==> src/rtl/fc_pkg.sv <==
package fc_pkg;
  typedef enum logic {
    FC_METERED   = 1'b0,
    FC_UNLIMITED = 1'b1
  } fc_mode_e;
endpackage

==> src/rtl/fc_limit_reg.sv <==
module fc_limit_reg
  import fc_pkg::*;
#(
  parameter int CNT_W = 12
) (
  input  logic             clk,
  input  logic             rst_n,
  input  logic             init_valid,
  input  logic [CNT_W-1:0] init_limit,
  input  logic             ret_valid,
  input  logic [CNT_W-1:0] ret_amount,
  output logic [CNT_W-1:0] limit_q,
  output fc_mode_e         mode_q
);
  always_ff @(posedge clk) begin
    if (!rst_n) begin
      limit_q <= '0;
      mode_q  <= FC_METERED;
    end else if (init_valid) begin
      limit_q <= init_limit;
      mode_q  <= (init_limit == '0) ? FC_UNLIMITED : FC_METERED;
    end else if (ret_valid && mode_q == FC_METERED) begin
      limit_q <= limit_q + ret_amount;
    end
  end

  // an init strobe loads the advertised limit
  assert_init_load_R2: assert property (@(posedge clk) disable iff (!rst_n)
    init_valid |=> limit_q == $past(init_limit));

  // a metered return raises the limit by the returned amount
  assert_return_adds_R5: assert property (@(posedge clk) disable iff (!rst_n)
    (ret_valid && !init_valid && mode_q == FC_METERED)
      |=> limit_q == $past(limit_q + ret_amount));
endmodule

==> src/rtl/fc_consumed_ctr.sv <==
module fc_consumed_ctr #(
  parameter int CNT_W  = 12,
  parameter int COST_W = 8
) (
  input  logic              clk,
  input  logic              rst_n,
  input  logic              clear,
  input  logic              add_en,
  input  logic [COST_W-1:0] add_cost,
  output logic [CNT_W-1:0]  consumed_q
);
  localparam int PAD_W = CNT_W - COST_W;
  logic [CNT_W-1:0] cost_ext;

  generate
    if (PAD_W > 0) begin : g_pad
      assign cost_ext = {{PAD_W{1'b0}}, add_cost};
    end else begin : g_nopad
      assign cost_ext = add_cost[CNT_W-1:0];
    end
  endgenerate

  always_ff @(posedge clk) begin
    if (!rst_n)      consumed_q <= '0;
    else if (clear)  consumed_q <= '0;
    else if (add_en) consumed_q <= consumed_q + cost_ext;
  end

  // each accepted packet adds its cost
  assert_grant_adds_R4: assert property (@(posedge clk) disable iff (!rst_n)
    (add_en && !clear) |=> consumed_q == $past(consumed_q + cost_ext));

  // init clears the consumed total
  assert_init_clears_R2: assert property (@(posedge clk) disable iff (!rst_n)
    clear |=> consumed_q == '0);
endmodule

==> src/rtl/fc_permit_check.sv <==
module fc_permit_check
  import fc_pkg::*;
#(
  parameter int CNT_W  = 12,
  parameter int COST_W = 8
) (
  input  logic [CNT_W-1:0]  limit_q,
  input  logic [CNT_W-1:0]  consumed_q,
  input  logic [COST_W-1:0] cost,
  input  fc_mode_e          mode_q,
  input  logic              init_busy,
  output logic              permit,
  output logic [CNT_W-1:0]  avail
);
  localparam logic [CNT_W-1:0] HALF = {1'b1, {(CNT_W-1){1'b0}}};
  localparam int PAD_W = CNT_W - COST_W;

  logic [CNT_W-1:0] cost_ext;
  logic [CNT_W-1:0] remaining;
  logic             fits;

  generate
    if (PAD_W > 0) begin : g_pad
      assign cost_ext = {{PAD_W{1'b0}}, cost};
    end else begin : g_nopad
      assign cost_ext = cost[CNT_W-1:0];
    end
  endgenerate

  always_comb begin
    avail     = limit_q - consumed_q;
    remaining = avail - cost_ext;
    fits      = (remaining <= HALF);
    permit    = !init_busy && ((mode_q == FC_UNLIMITED) || fits);
  end
endmodule

==> src/rtl/fc_credit_gate.sv <==
module fc_credit_gate
  import fc_pkg::*;
#(
  parameter int CNT_W  = 12,
  parameter int COST_W = 8
) (
  input  logic              clk,
  input  logic              rst_n,
  input  logic              req_valid,
  input  logic [COST_W-1:0] req_cost,
  output logic              req_ready,
  input  logic              init_valid,
  input  logic [CNT_W-1:0]  init_limit,
  input  logic              ret_valid,
  input  logic [CNT_W-1:0]  ret_amount,
  output logic [CNT_W-1:0]  avail_credit
);
  localparam logic [CNT_W-1:0] HALF = {1'b1, {(CNT_W-1){1'b0}}};

  logic [CNT_W-1:0] limit_q;
  logic [CNT_W-1:0] consumed_q;
  fc_mode_e         mode_q;
  logic             grant;

  assign grant = req_valid && req_ready && (mode_q == FC_METERED);

  fc_limit_reg #(.CNT_W(CNT_W)) u_limit (
    .clk(clk), .rst_n(rst_n),
    .init_valid(init_valid), .init_limit(init_limit),
    .ret_valid(ret_valid), .ret_amount(ret_amount),
    .limit_q(limit_q), .mode_q(mode_q)
  );

  fc_consumed_ctr #(.CNT_W(CNT_W), .COST_W(COST_W)) u_consumed (
    .clk(clk), .rst_n(rst_n),
    .clear(init_valid), .add_en(grant), .add_cost(req_cost),
    .consumed_q(consumed_q)
  );

  fc_permit_check #(.CNT_W(CNT_W), .COST_W(COST_W)) u_check (
    .limit_q(limit_q), .consumed_q(consumed_q), .cost(req_cost),
    .mode_q(mode_q), .init_busy(init_valid),
    .permit(req_ready), .avail(avail_credit)
  );

  // a metered grant never leaves more than half the range outstanding
  assert_window_kept_R3: assert property (@(posedge clk) disable iff (!rst_n)
    (grant && !ret_valid && !init_valid) |=> avail_credit <= HALF);

  // a refused request consumes nothing
  assert_stall_no_consume_R7: assert property (@(posedge clk) disable iff (!rst_n)
    (req_valid && !req_ready && !init_valid) |=> $stable(consumed_q));

  // unlimited mode accepts everything and freezes both counters
  assert_unlimited_open_R8: assert property (@(posedge clk) disable iff (!rst_n)
    (mode_q == FC_UNLIMITED && !init_valid) |-> req_ready);
  assert_unlimited_frozen_R8: assert property (@(posedge clk) disable iff (!rst_n)
    (mode_q == FC_UNLIMITED && !init_valid) |=> ($stable(consumed_q) && $stable(limit_q)));

  // no packet accepted in an init cycle
  assert_init_blocks_R2: assert property (@(posedge clk) disable iff (!rst_n)
    init_valid |-> !req_ready);
endmodule

==> config.mk <==
export PLATFORM = sky130hd
export DESIGN_NAME = fc_credit_gate
export DESIGN_NICKNAME = d
export VERILOG_FILES = /design/src/rtl/fc_pkg.sv /design/src/rtl/fc_limit_reg.sv /design/src/rtl/fc_consumed_ctr.sv /design/src/rtl/fc_permit_check.sv /design/src/rtl/fc_credit_gate.sv
export SDC_FILE = /design/constraint.sdc
export NUM_CORES = 1
export LEC_CHECK = 0
export BUFFER_PORTS_ARGS = -buffer_cell sky130_fd_sc_hd__buf_2
export CELL_PAD_IN_SITES_DETAIL_PLACEMENT = 0
export CELL_PAD_IN_SITES_GLOBAL_PLACEMENT = 1
export CORE_MARGIN = 2
export CORE_UTILIZATION = 35
export DETAILED_ROUTE_END_ITERATION = 6
export MAX_ROUTING_LAYER = met4
export PLACE_DENSITY_LB_ADDON = 0.2
export SYNTH_ARGS = -nofsm -noshare
export SYNTH_HDL_FRONTEND = slang
export SYNTH_HIERARCHICAL = 1
export SYNTH_SLANG_ARGS = --single-unit
==> constraint.sdc <==
create_clock -name clk -period 7.7 [get_ports clk]
set_input_delay 0 -clock clk [delete_from_list [all_inputs] [get_ports clk]]
set_output_delay 0 -clock clk [all_outputs]
set_load 0.005 [all_outputs]
==> results.txt <==
- Number of diodes added for antenna fixing: 0
- Wire length per cell: 15.5 µm
* Number of synthesis warnings: 6
- Largest driver fanout on the critical path: 10
- For this run, the leading register cell type out of synthesis is sky130_fd_sc_hd__dfxtp_1.
- The path with the worst hold slack has its endpoint at u_limit/limit_q[6].
- The initial antenna violation count was 0.
- Leaving out fill and tap cells, the most frequent cell in the layout is sky130_fd_sc_hd__buf_2.
- Cell accounting for the most synthesized area: sky130_fd_sc_hd__dfxtp_1
- The flow ran to the end, and the final reports show no timing, DRC or antenna violations.
- Number of I/O port buffers: 49
- Initial core utilization: 0.363
- For the worst-skew pair, the clock arrives at the later sink with an insertion delay of 0.27 ns.
* Final Non-Filler Cells: 535
- Start point of the worst min-delay path: init_limit[6]
- Core Rows: 33
- Type of the worst setup path: flip-flop to flip-flop
- Startpoint of the worst register-to-register path: u_limit/limit_q[0]
- Filler cells: 891
- Largest cells by area after synthesis: sky130_fd_sc_hd__dfxtp_1, sky130_fd_sc_hd__ha_1, sky130_fd_sc_hd__a21oi_1, sky130_fd_sc_hd__inv_1, sky130_fd_sc_hd__o21ai_0
- Routed via count divided by cell count: 5.45
- Measured on the finished design, the core utilization comes to 0.415.
- Clock-pin slew was measured on the worst setup and hold paths at 0.10 ns.
- Setup repair after global routing left no endpoint under its margin.
- Switching part of the total: 0.416
* Post-layout net count: 511
- Setup violations, final: 0
- Total Die Area: 9330 µm²
- The share of synthesized area in the top cell type comes to 0.167.
* Global-route wire length before repair: 13600 µm
- Entering global routing, the biggest net connects 19 pins.
- For this design the total switching power over the nets is 222 µW.
- Register area share after synthesis: 0.167
- At the worst endpoint, the arrival time is 4.97 ns.
* Layout cell share with drive strength beyond 1: 0.172
* Register-to-Register Setup Slack: 2.95 ns
- Post-CTS setup-driven buffer insertion count: 0
- Of the total power, registers draw 0.271.
- Before antenna repair, the detailed router went through 4 iterations.
- TritonCTS built the clock tree.
- Fin Setup TNS: 0 ns
- Before CTS, the worst setup slack after placement is 3.02 ns.
- IR analysis of the VDD net gives a maximum drop of 60.2 µV.
- The count of final hold-check violations came to 0.
- Buffers inserted during clock tree synthesis total 3.
* Combined global-route utilization of all metal layers: 0.180
- Crit path capture type: flip-flop
* Req. time, crit path: 7.93 ns
- Post-synth EDFFs: 0
- Dividing total power by cell area gives a power density of 156 nW/µm².
* Violation count after the first detailed-route iteration: 145
* Grt ovf: 0
- Final instance area: 3420 µm²
* Post-Synthesis Mean Instance Area: 7.86 µm²
- Number of unique standard cell types used by synthesis: 72
- Clock H-tree levels: 1
* Vias in the first global route: 2689
* Floorplan Core Area: 8260 µm²
- Internal Pwr Total: 312 µW
- In this run the horizontal extent of the chip is 96.6 µm.
- Leak Pwr: 1.52 nW
- Final critical path time including I/O delays and setup: 4.75 ns
* Via count: 2915
* Routed length on met1: 4200 µm
- Capturing point of the worst reg2reg path: u_consumed/consumed_q[6]
- In this run the cell area of the synthesized design comes to 3000 µm².
* Combinational cell fraction of total power: 0.576
- Path class of the lowest-slack min-delay path: input port to flip-flop
- Counting flops with an async set or reset pin after synthesis yields a share of 0.
* Cell count of the worst hold path: 3
- Master cell of the clock root buffer: sky130_fd_sc_hd__clkbuf_8
* Worst-case headroom to the max-slew limit: 0.343
* Vertical die dimension: 96.6 µm
- Synthesis inferred 25 register bits.
- Max capacitance violation total: 0
- Half-perimeter wire length after detailed placement: 6900 µm
* Routed wire length: 8280 µm
- Post-synthesis instance total: 382
- F_max: 211 MHz
- Post-route ant nets: 0
- Clk_skew: 0.00742 ns
* Met3 WL: 282 µm
- STA classifies the critical path startpoint as a flip-flop.
- Relative to the synthesized area, the layout overhead comes to 14.1%.
* WHS: 0.0117 ns
* Post-synthesis net count: 462
- Routability congestion estimate: 0.890
- Setup WS post-layout: 2.95 ns
- In this run the deepest clock path goes through 2 buffers.
- The highest layer touched by signal routing is met4.
- Num Clock Sinks: 25
* Power share of the clock group: 0.153
* Total placed cells including tap cells: 528
- The number of max-slew violations in the final report is 0.
* Overall Power: 534 µW
* Fraction of the cycle the final worst path needs: 0.616
* Post-route DRC violation count: 0
* Number of ports placed on the die boundary: 50
- After detailed placement, the total cell area comes to 3350 µm².
* Slew of the pin with the lowest slew margin: 0.983 ns
* Routed length on met2: 3700 µm
- For the worst flop-to-flop path, the logic depth is 19.
* Most frequent cells in the layout: sky130_fd_sc_hd__buf_2, sky130_fd_sc_hd__ha_1, sky130_fd_sc_hd__a21oi_1
-- worst max-delay path: stages, from the launching register on --
cell                       delay [ns]
sky130_fd_sc_hd__dfxtp_1         0.34
sky130_fd_sc_hd__inv_1           0.10
sky130_fd_sc_hd__ha_1            0.17
sky130_fd_sc_hd__inv_1           0.06
sky130_fd_sc_hd__fa_1            0.41
sky130_fd_sc_hd__a21oi_2         0.18
sky130_fd_sc_hd__o211ai_2        0.14
sky130_fd_sc_hd__nor2_1          0.14
sky130_fd_sc_hd__xnor2_1         0.09
sky130_fd_sc_hd__ha_1            0.19
sky130_fd_sc_hd__or3_4           0.38
sky130_fd_sc_hd__o31ai_1         0.29
sky130_fd_sc_hd__xnor2_1         0.09
sky130_fd_sc_hd__or4_1           0.50
sky130_fd_sc_hd__o32ai_1         0.26
sky130_fd_sc_hd__and3b_1         0.52
sky130_fd_sc_hd__inv_2           0.16
sky130_fd_sc_hd__or3_1           0.39
sky130_fd_sc_hd__mux2i_1         0.13
sky130_fd_sc_hd__a31o_2          0.11
-- flip-flops by register name, indices dropped and copies added, names as in the netlist --
signal,cells
u_consumed/consumed_q,12
u_limit/limit_q,12
u_limit/mode_q,1
-- cells in the mapped netlist (8+ instances only) --
library cell	instances
sky130_fd_sc_hd__ha_1	39
sky130_fd_sc_hd__a21oi_1	36
sky130_fd_sc_hd__inv_1	34
sky130_fd_sc_hd__nor2_1	27
sky130_fd_sc_hd__dfxtp_1	25
sky130_fd_sc_hd__o21ai_0	21
sky130_fd_sc_hd__nand2_1	20
sky130_fd_sc_hd__nand3_1	13
sky130_fd_sc_hd__xnor2_1	12
sky130_fd_sc_hd__nand2b_1	11
sky130_fd_sc_hd__a211oi_1	10
sky130_fd_sc_hd__a21o_1	10
sky130_fd_sc_hd__xor2_1	8
-- worst max-delay path by stage --
stage / slack [ns] / start / end
6_report: 2.95 / u_limit/limit_q[0] / u_consumed/consumed_q[6]
5_1_grt: 2.60 / u_limit/limit_q[0] / u_consumed/consumed_q[6]
4_1_cts: 2.99 / u_limit/limit_q[0] / u_consumed/consumed_q[6]
3_5_place_dp: 3.02 / u_limit/limit_q[0] / u_consumed/consumed_q[6]
3_3_place_gp: 3.12 / u_limit/limit_q[0] / u_consumed/consumed_q[6]
2_1_floorplan: 3.40 / u_limit/limit_q[0] / u_consumed/consumed_q[6]
-- power by group through the flow --
| stage | Sequential (mW) | Combinational, mW | Clock [mW] |
|---|---|---|---|
| 2_1_floorplan | 0.144 | 0.228 | 0 |
| 3_3_place_gp | 0.148 | 0.303 | 0 |
| 3_5_place_dp | 0.148 | 0.304 | 0 |
| 4_1_cts | 0.145 | 0.307 | 0.0853 |
| 5_1_grt | 0.146 | 0.347 | 0.0905 |
| 6_report | 0.145 | 0.307 | 0.0818 |
-- logic make-up after synthesis --
logic type      after synthesis  synth area share
compound gates              130             0.301
fa+ha+maj                    43             0.189
buf+inv                      43            0.0546
flops                        25             0.167
simple gates                114             0.206
mux                           7            0.0238
xor+xnor                     20            0.0584
-- final cells by class --
cell class	instances	area (µm²)	share of cell area
Multi-Input combinational cell	314	2340	0.682
Clock inverter	1	7.51	0.00219
Tap cell	105	131	0.0384
Inverter	35	131	0.0384
Clock buffer	3	41.3	0.0121
Sequential cell	25	500	0.146
Timing Repair Buffer	52	275	0.0804
-- timing repair --
action                                  CTS  global route
endpoints found under the setup margin    0             0
hold buffers                              3             0
gates resized for setup                   0             0
endpoints found under the hold margin     3             0
-- metal layers --
metal / GRT usage / up-vias
met5: - / -
met4: 0.0358 / 0
li1: - / 1506
met3: 0.0210 / 4
met2: 0.279 / 55
met1: 0.254 / 1350
Power figures use the tool's default switching activity.
